`config.mk`:
```
export PLATFORM = sky130hd
export DESIGN_NAME = ds_pwr_ctrl
export DESIGN_NICKNAME = d
export VERILOG_FILES = /design/src/rtl/ds_pwr_pkg.sv /design/src/rtl/ds_oc_filter.sv /design/src/rtl/ds_oc_flags.sv /design/src/rtl/ds_pwr_switch.sv /design/src/rtl/ds_pwr_ctrl.sv
export SDC_FILE = /design/constraint.sdc
export NUM_CORES = 1
export LEC_CHECK = 0
export ABC_AREA = 1
export BUFFER_PORTS_ARGS = -buffer_cell sky130_fd_sc_hd__buf_2
export CAP_MARGIN = 0
export CORE_AREA = 4 4 49 51
export DETAILED_ROUTE_END_ITERATION = 8
export DIE_AREA = 0 0 53 55
export PLACE_DENSITY = 0.71
export SKIP_CTS_REPAIR_TIMING = 1
export SLEW_MARGIN = 25
export SYNTH_ARGS = -nofsm -noshare
export SYNTH_HDL_FRONTEND = slang
export SYNTH_SLANG_ARGS = --single-unit
```
`constraint.sdc`:
```
create_clock -name clk -period 1.3 [get_ports clk]
set_input_delay 0.13 -clock clk [delete_from_list [all_inputs] [get_ports clk]]
set_output_delay 0.13 -clock clk [all_outputs]
set_load 0.01 [all_outputs]
```
`src/rtl/ds_pwr_pkg.sv`:
```
package ds_pwr_pkg;
  typedef enum logic {
    SW_PER_PORT = 1'b0,
    SW_GROUPED  = 1'b1
  } sw_mode_e;
endpackage

```
`src/rtl/ds_oc_filter.sv`:
```
module ds_oc_filter #(
  parameter int FILT_LEN = 8
) (
  input  logic clk,
  input  logic rst,
  input  logic oc_n,
  output logic oc_hit
);
  localparam int CW = $clog2(FILT_LEN + 1);

  logic          s1_q, s2_q;
  logic [CW-1:0] run_q;

  always_ff @(posedge clk) begin
    if (rst) begin
      s1_q <= 1'b1;
      s2_q <= 1'b1;
    end else begin
      s1_q <= oc_n;
      s2_q <= s1_q;
    end
  end

  always_ff @(posedge clk) begin
    if (rst || s2_q)
      run_q <= '0;
    else if (run_q != CW'(FILT_LEN))
      run_q <= run_q + 1'b1;
  end

  assign oc_hit = !s2_q && (run_q == CW'(FILT_LEN - 1));

  a_r6_single_accept: assert property (@(posedge clk) disable iff (rst)
    oc_hit |=> !oc_hit);
  a_r6_input_was_low: assert property (@(posedge clk) disable iff (rst)
    oc_hit |-> $past(!oc_n, 2));
endmodule

```
`src/rtl/ds_oc_flags.sv`:
```
module ds_oc_flags #(
  parameter int NPORT = 2
) (
  input  logic             clk,
  input  logic             rst,
  input  logic             ganged,
  input  logic [NPORT-1:0] hit,
  input  logic [NPORT-1:0] clr_port,
  input  logic             clr_hub,
  output logic [NPORT-1:0] chg_port,
  output logic             chg_hub
);
  import ds_pwr_pkg::*;

  sw_mode_e mode;
  assign mode = sw_mode_e'(ganged);

  always_ff @(posedge clk) begin
    if (rst) begin
      chg_port <= '0;
      chg_hub  <= 1'b0;
    end else begin
      for (int i = 0; i < NPORT; i++)
        chg_port[i] <= (hit[i] && mode == SW_PER_PORT) || (chg_port[i] && !clr_port[i]);
      chg_hub <= ((|hit) && mode == SW_GROUPED) || (chg_hub && !clr_hub);
    end
  end

  for (genvar g = 0; g < NPORT; g++) begin : g_chk
    a_r9_port_set_wins: assert property (@(posedge clk) disable iff (rst)
      (!ganged && hit[g]) |=> chg_port[g]);
    a_r9_port_clear: assert property (@(posedge clk) disable iff (rst)
      (clr_port[g] && !hit[g]) |=> !chg_port[g]);
  end

  a_r8_hub_set: assert property (@(posedge clk) disable iff (rst)
    (ganged && (|hit)) |=> chg_hub);
  a_r9_hub_clear: assert property (@(posedge clk) disable iff (rst)
    (clr_hub && !(ganged && (|hit))) |=> !chg_hub);
endmodule

```
`src/rtl/ds_pwr_switch.sv`:
```
module ds_pwr_switch #(
  parameter int NPORT = 2
) (
  input  logic             clk,
  input  logic             rst,
  input  logic             pol_low,
  input  logic             ganged,
  input  logic             no_pwrsw,
  input  logic [NPORT-1:0] pwr_req,
  input  logic [NPORT-1:0] hit,
  input  logic [NPORT-1:0] bc_cap,
  input  logic [NPORT-1:0] bc_req,
  output logic [NPORT-1:0] pwr_ctl,
  output logic [NPORT-1:0] bc_en
);
  import ds_pwr_pkg::*;

  sw_mode_e         mode;
  logic [NPORT-1:0] lock_q, lock_d, on_d;
  logic             glock_q, glock_d, any_req;

  assign mode    = sw_mode_e'(ganged);
  assign any_req = |pwr_req;

  always_comb begin
    lock_d  = '0;
    glock_d = 1'b0;
    on_d    = '0;
    if (mode == SW_GROUPED) begin
      glock_d = any_req && (glock_q || (|hit));
      on_d    = {NPORT{any_req && !glock_d}};
    end else begin
      lock_d = pwr_req & (lock_q | hit);
      on_d   = pwr_req & ~lock_d;
    end
    if (no_pwrsw)
      on_d = '0;
  end

  always_ff @(posedge clk) begin
    if (rst) begin
      lock_q  <= '0;
      glock_q <= 1'b0;
      pwr_ctl <= {NPORT{pol_low}};
      bc_en   <= '0;
    end else begin
      lock_q  <= lock_d;
      glock_q <= glock_d;
      pwr_ctl <= on_d ^ {NPORT{pol_low}};
      bc_en   <= bc_req & bc_cap & {NPORT{(mode == SW_PER_PORT) && !no_pwrsw}};
    end
  end

  a_r5_no_switch_inactive: assert property (@(posedge clk) disable iff (rst)
    no_pwrsw |=> (pwr_ctl == {NPORT{$past(pol_low)}}));
  a_r4_grouped_equal: assert property (@(posedge clk) disable iff (rst)
    ganged |=> (pwr_ctl == {NPORT{pwr_ctl[0]}}));
  a_r10_bc_gated: assert property (@(posedge clk) disable iff (rst)
    (|bc_en) |-> $past(!ganged && !no_pwrsw));

  for (genvar g = 0; g < NPORT; g++) begin : g_chk
    a_r7_trip_off: assert property (@(posedge clk) disable iff (rst)
      (!ganged && hit[g]) |=> (pwr_ctl[g] == $past(pol_low)));
  end
endmodule

```
`src/rtl/ds_pwr_ctrl.sv`:
```
module ds_pwr_ctrl #(
  parameter int NPORT    = 2,
  parameter int FILT_LEN = 8
) (
  input  logic             clk,
  input  logic             rst,
  input  logic             strap_pol_low,
  input  logic             strap_ganged,
  input  logic             strap_no_pwrsw,
  input  logic [NPORT-1:0] strap_bc_cap,
  input  logic [NPORT-1:0] pwr_req,
  input  logic [NPORT-1:0] bc_req,
  input  logic [NPORT-1:0] oc_n,
  input  logic [NPORT-1:0] oc_clr_port,
  input  logic             oc_clr_hub,
  output logic [NPORT-1:0] pwr_ctl,
  output logic [NPORT-1:0] bc_en,
  output logic [NPORT-1:0] oc_chg_port,
  output logic             oc_chg_hub
);
  logic [NPORT-1:0] hit;

  for (genvar g = 0; g < NPORT; g++) begin : g_filt
    ds_oc_filter #(.FILT_LEN(FILT_LEN)) i_filt (
      .clk    (clk),
      .rst    (rst),
      .oc_n   (oc_n[g]),
      .oc_hit (hit[g])
    );
  end

  ds_pwr_switch #(.NPORT(NPORT)) i_sw (
    .clk      (clk),
    .rst      (rst),
    .pol_low  (strap_pol_low),
    .ganged   (strap_ganged),
    .no_pwrsw (strap_no_pwrsw),
    .pwr_req  (pwr_req),
    .hit      (hit),
    .bc_cap   (strap_bc_cap),
    .bc_req   (bc_req),
    .pwr_ctl  (pwr_ctl),
    .bc_en    (bc_en)
  );

  ds_oc_flags #(.NPORT(NPORT)) i_flags (
    .clk      (clk),
    .rst      (rst),
    .ganged   (strap_ganged),
    .hit      (hit),
    .clr_port (oc_clr_port),
    .clr_hub  (oc_clr_hub),
    .chg_port (oc_chg_port),
    .chg_hub  (oc_chg_hub)
  );
endmodule

```
==> metrics.md <==
| Metric | Value |
|---|---|
| Power Total | `1.07 mW` |
| Core Region | `1940 um2` |
| Worst setup path end | `i_sw.pwr_ctl[1]` |
| Ant. Diodes | `0` |
| Number of nets in the layout | `167` |
| Slew Limit Fails | `0` |
| Relative slew slack | `0.845` |
| Cell count after placement | `165` |
| Library cell with the largest summed area after synthesis | `sky130_fd_sc_hd__dfxtp_1` |
| Number of buffers inserted during clock tree synthesis | `3` |
| Initial antenna violation count | `0` |
| Count of port buffers added during placement | `22` |
| Maximum number of pins on one net before global-route repair | `12` |
| Avg Inst Size Synth | `8.04 um2` |
| Ranking of synthesized cells by area | `sky130_fd_sc_hd__dfxtp_1 (48%), sky130_fd_sc_hd__inv_1 (8.5%), sky130_fd_sc_hd__nand2_1 (7.3%)` |
| Final period demand of the worst path | `1230 ps` |
| Global routing usage summed across all routing layers | `0.130` |
| Share of post-route cells with drive strength above 1 | `0.359` |
| Worst Reg-to-Reg Cells | `9` |
| Number of nets in the synthesized netlist | `135` |
| Crit Reg-Reg Endpoint | `i_sw.pwr_ctl[1]` |
| Hold Slack | `13.2 ps` |
| Async S/R FF share, synth | `0` |
| Maximum fanout along the worst path | `4` |
| Max-capacitance violation count | `0` |
| Number of flip-flops and latches in the synthesized netlist | `22` |
| WP data arrival | `1440 ps` |
| Final Skew | `3.24 ps` |
| Pin slew with the least headroom to its limit | `232 ps` |
| Chip width | `53 um` |
| Cells after Synth | `115` |
| TritonCTS sink count | `22` |
| Setup slack, reg-to-reg | `70 ps` |
| Synthesis-to-layout area growth | `26.9%` |
| Capturing element type of the critical path | `flop` |
| Vertical extent of the die | `55 um` |
| Yosys warns | `0` |
| Top post-synthesis cells by count | `sky130_fd_sc_hd__dfxtp_1 (22), sky130_fd_sc_hd__inv_1 (21), sky130_fd_sc_hd__nand2_1 (18)` |
| Total negative slack for setup checks | `0 ps` |
| Final-report setup violation count | `0` |
| Cell at the root of the clock tree | `sky130_fd_sc_hd__clkbuf_4` |
| Number of cell rows | `16` |
| R2R Path Start | `g_filt[1].i_filt.run_q[0]` |
| First-pass GRT wire length | `2790 um` |
| Register clock-pin slew on the reported worst setup and hold paths | `110 ps` |
| Remaining Overflow, GRT | `0` |
| First DRT Iteration DRCs | `12` |
| Initial cell density of the core | `0.476` |
| Proportion of synthesized chip area in sequential cells | `0.476` |
| Critical path launch point | `g_filt[1].i_filt.run_q[0]` |
| Share of Yosys cell area claimed by the top area cell type | `0.476` |
| Vias in the first global route | `709` |
| Pwr dens | `910 nW/um2` |
| Run status | `completed` |
| Vias | `803` |
| First drt pass iteration count | `4` |
| Period utilisation layout | `0.948` |
| Final Hold Violating Endpoints | `0` |
| Finished Core Util | `0.604` |
| Clock tree from TritonCTS | `built` |
| Achievable frequency | `811 MHz` |
| Final routed DRC violation total | `0` |
| HPWL reported at the end of detailed placement | `1350 um` |
| Final GP Congestion | `0.802` |
| Peak supply drop | `0.701 mV` |
| Via density per instance | `4.67` |
| Main flop type after synthesis | `sky130_fd_sc_hd__dfxtp_1` |
| Unrepaired setup endpoints after global routing | `true` |
| Detailed-route wire length | `1780 um` |
| Routed Antenna Nets | `0` |
| Skew-Pair Late Insertion Delay | `290 ps` |
| Number of buffers between clock root and the deepest sink | `2` |
| Die footprint | `2920 um2` |
| Type of the worst min-delay path | `input port to flop` |
| Endpoint required time on the critical path | `1510 ps` |
| Pleak | `0.587 nW` |
| Beginning of the worst hold path | `oc_n[0]` |
| CTS H-Tree Depth | `1` |
| Critical Setup Path Class | `flop to flop` |
| Critical path launch point type | `flop` |
| Average wire per cell in the routed design | `10.4 um` |
| Synth unique cells | `20` |
| Area of the mapped netlist | `925 um2` |
| Final Instance Count excl. Fillers | `172` |
| Ports placed on the boundary | `23` |
| EDFF count, synth | `0` |
| Count leader, synth | `sky130_fd_sc_hd__dfxtp_1` |
layout by cell type (no fill, tap or decap), types with 2 or more instances in the layout:
cell type,instances
sky130_fd_sc_hd__a211oi_1,2
sky130_fd_sc_hd__o22ai_1,2
sky130_fd_sc_hd__nor3_1,5
sky130_fd_sc_hd__o21ai_0,5
sky130_fd_sc_hd__buf_4,5
sky130_fd_sc_hd__buf_2,22
sky130_fd_sc_hd__a21oi_2,2
sky130_fd_sc_hd__nor2_1,6
sky130_fd_sc_hd__nand3_2,2
sky130_fd_sc_hd__nand2_4,2
sky130_fd_sc_hd__ha_4,2
sky130_fd_sc_hd__or2_2,5
sky130_fd_sc_hd__inv_1,21
sky130_fd_sc_hd__nand2_1,17
sky130_fd_sc_hd__nand3_1,6
sky130_fd_sc_hd__a21oi_1,5
sky130_fd_sc_hd__clkbuf_4,3
sky130_fd_sc_hd__nand2_2,3
sky130_fd_sc_hd__dfxtp_2,3
sky130_fd_sc_hd__dfxtp_1,18
sky130_fd_sc_hd__ha_1,2
power breakdown:
group / internal [mW] / switching, mW
clock network: 0.108 / 0.179
logic: 0.0414 / 0.0482
registers: 0.686 / 0.00548
state kept, by name, summed over array words and instances (netlist names):
name	count
i_sw.glock_q	1
i_sw.lock_q	2
i_sw.pwr_ctl	2
i_sw.bc_en	2
i_flags.chg_port	2
g_filt.i_filt.s2_q	2
g_filt.i_filt.run_q	8
g_filt.i_filt.s1_q	2
i_flags.chg_hub	1
kinds of logic after synthesis:
logic type	share of synthesized area
simple gates	0.263
buf+inv	0.0893
flops	0.476
compound gates	0.118
fa+ha+maj	0.0541
critical path, stage by stage, from the launching register on:
cell                      delay (ps)
sky130_fd_sc_hd__dfxtp_2         360
sky130_fd_sc_hd__ha_4            160
sky130_fd_sc_hd__nand2_2          60
sky130_fd_sc_hd__inv_1            40
sky130_fd_sc_hd__nand2_2          80
sky130_fd_sc_hd__nand3_2          80
sky130_fd_sc_hd__a21oi_2         170
sky130_fd_sc_hd__nand3_1         100
sky130_fd_sc_hd__nand2_1          60
sky130_fd_sc_hd__inv_1            30
area by class of cell:
type / count / area [um2]
Timing Repair Buffer: 27 / 148
Tap cell: 27 / 33.8
Fill cell: 191 / 768
Inverter: 22 / 82.6
Sequential cell: 22 / 448
Multi-Input combinational cell: 71 / 439
Clock buffer: 3 / 22.5
worst min path at each step:
stage	end	slack, ps	depth (start not counted)
3_3_place_gp	g_filt[1].i_filt.s1_q	320	2
5_1_grt	g_filt[0].i_filt.s1_q	3	2
3_5_place_dp	g_filt[0].i_filt.s1_q	320	2
2_1_floorplan	i_sw.bc_en[0]	210	1
6_report	g_filt[0].i_filt.s1_q	10	2
4_1_cts	g_filt[0].i_filt.s1_q	2	2
metal layers:
layer  up-vias  GRT usage  share of wire  wire, um
met4         0     0.0553         0.0056        10
li1        430          -              -         -
met5         -          0              0         0
met3         2     0.0349          0.058       103
met1       355      0.163           0.47       831
met2        16      0.211           0.47       837
metrics by stage:
stage,setup slack (ps),cell area (um2)
final,67.2,1170
after global routing,-42.8,1170
after CTS,-8.24,1100
after detailed placement,7.10,1080
after global placement,22.3,1080
after floorplan,123,925
(Power assumes the default switching activity.)
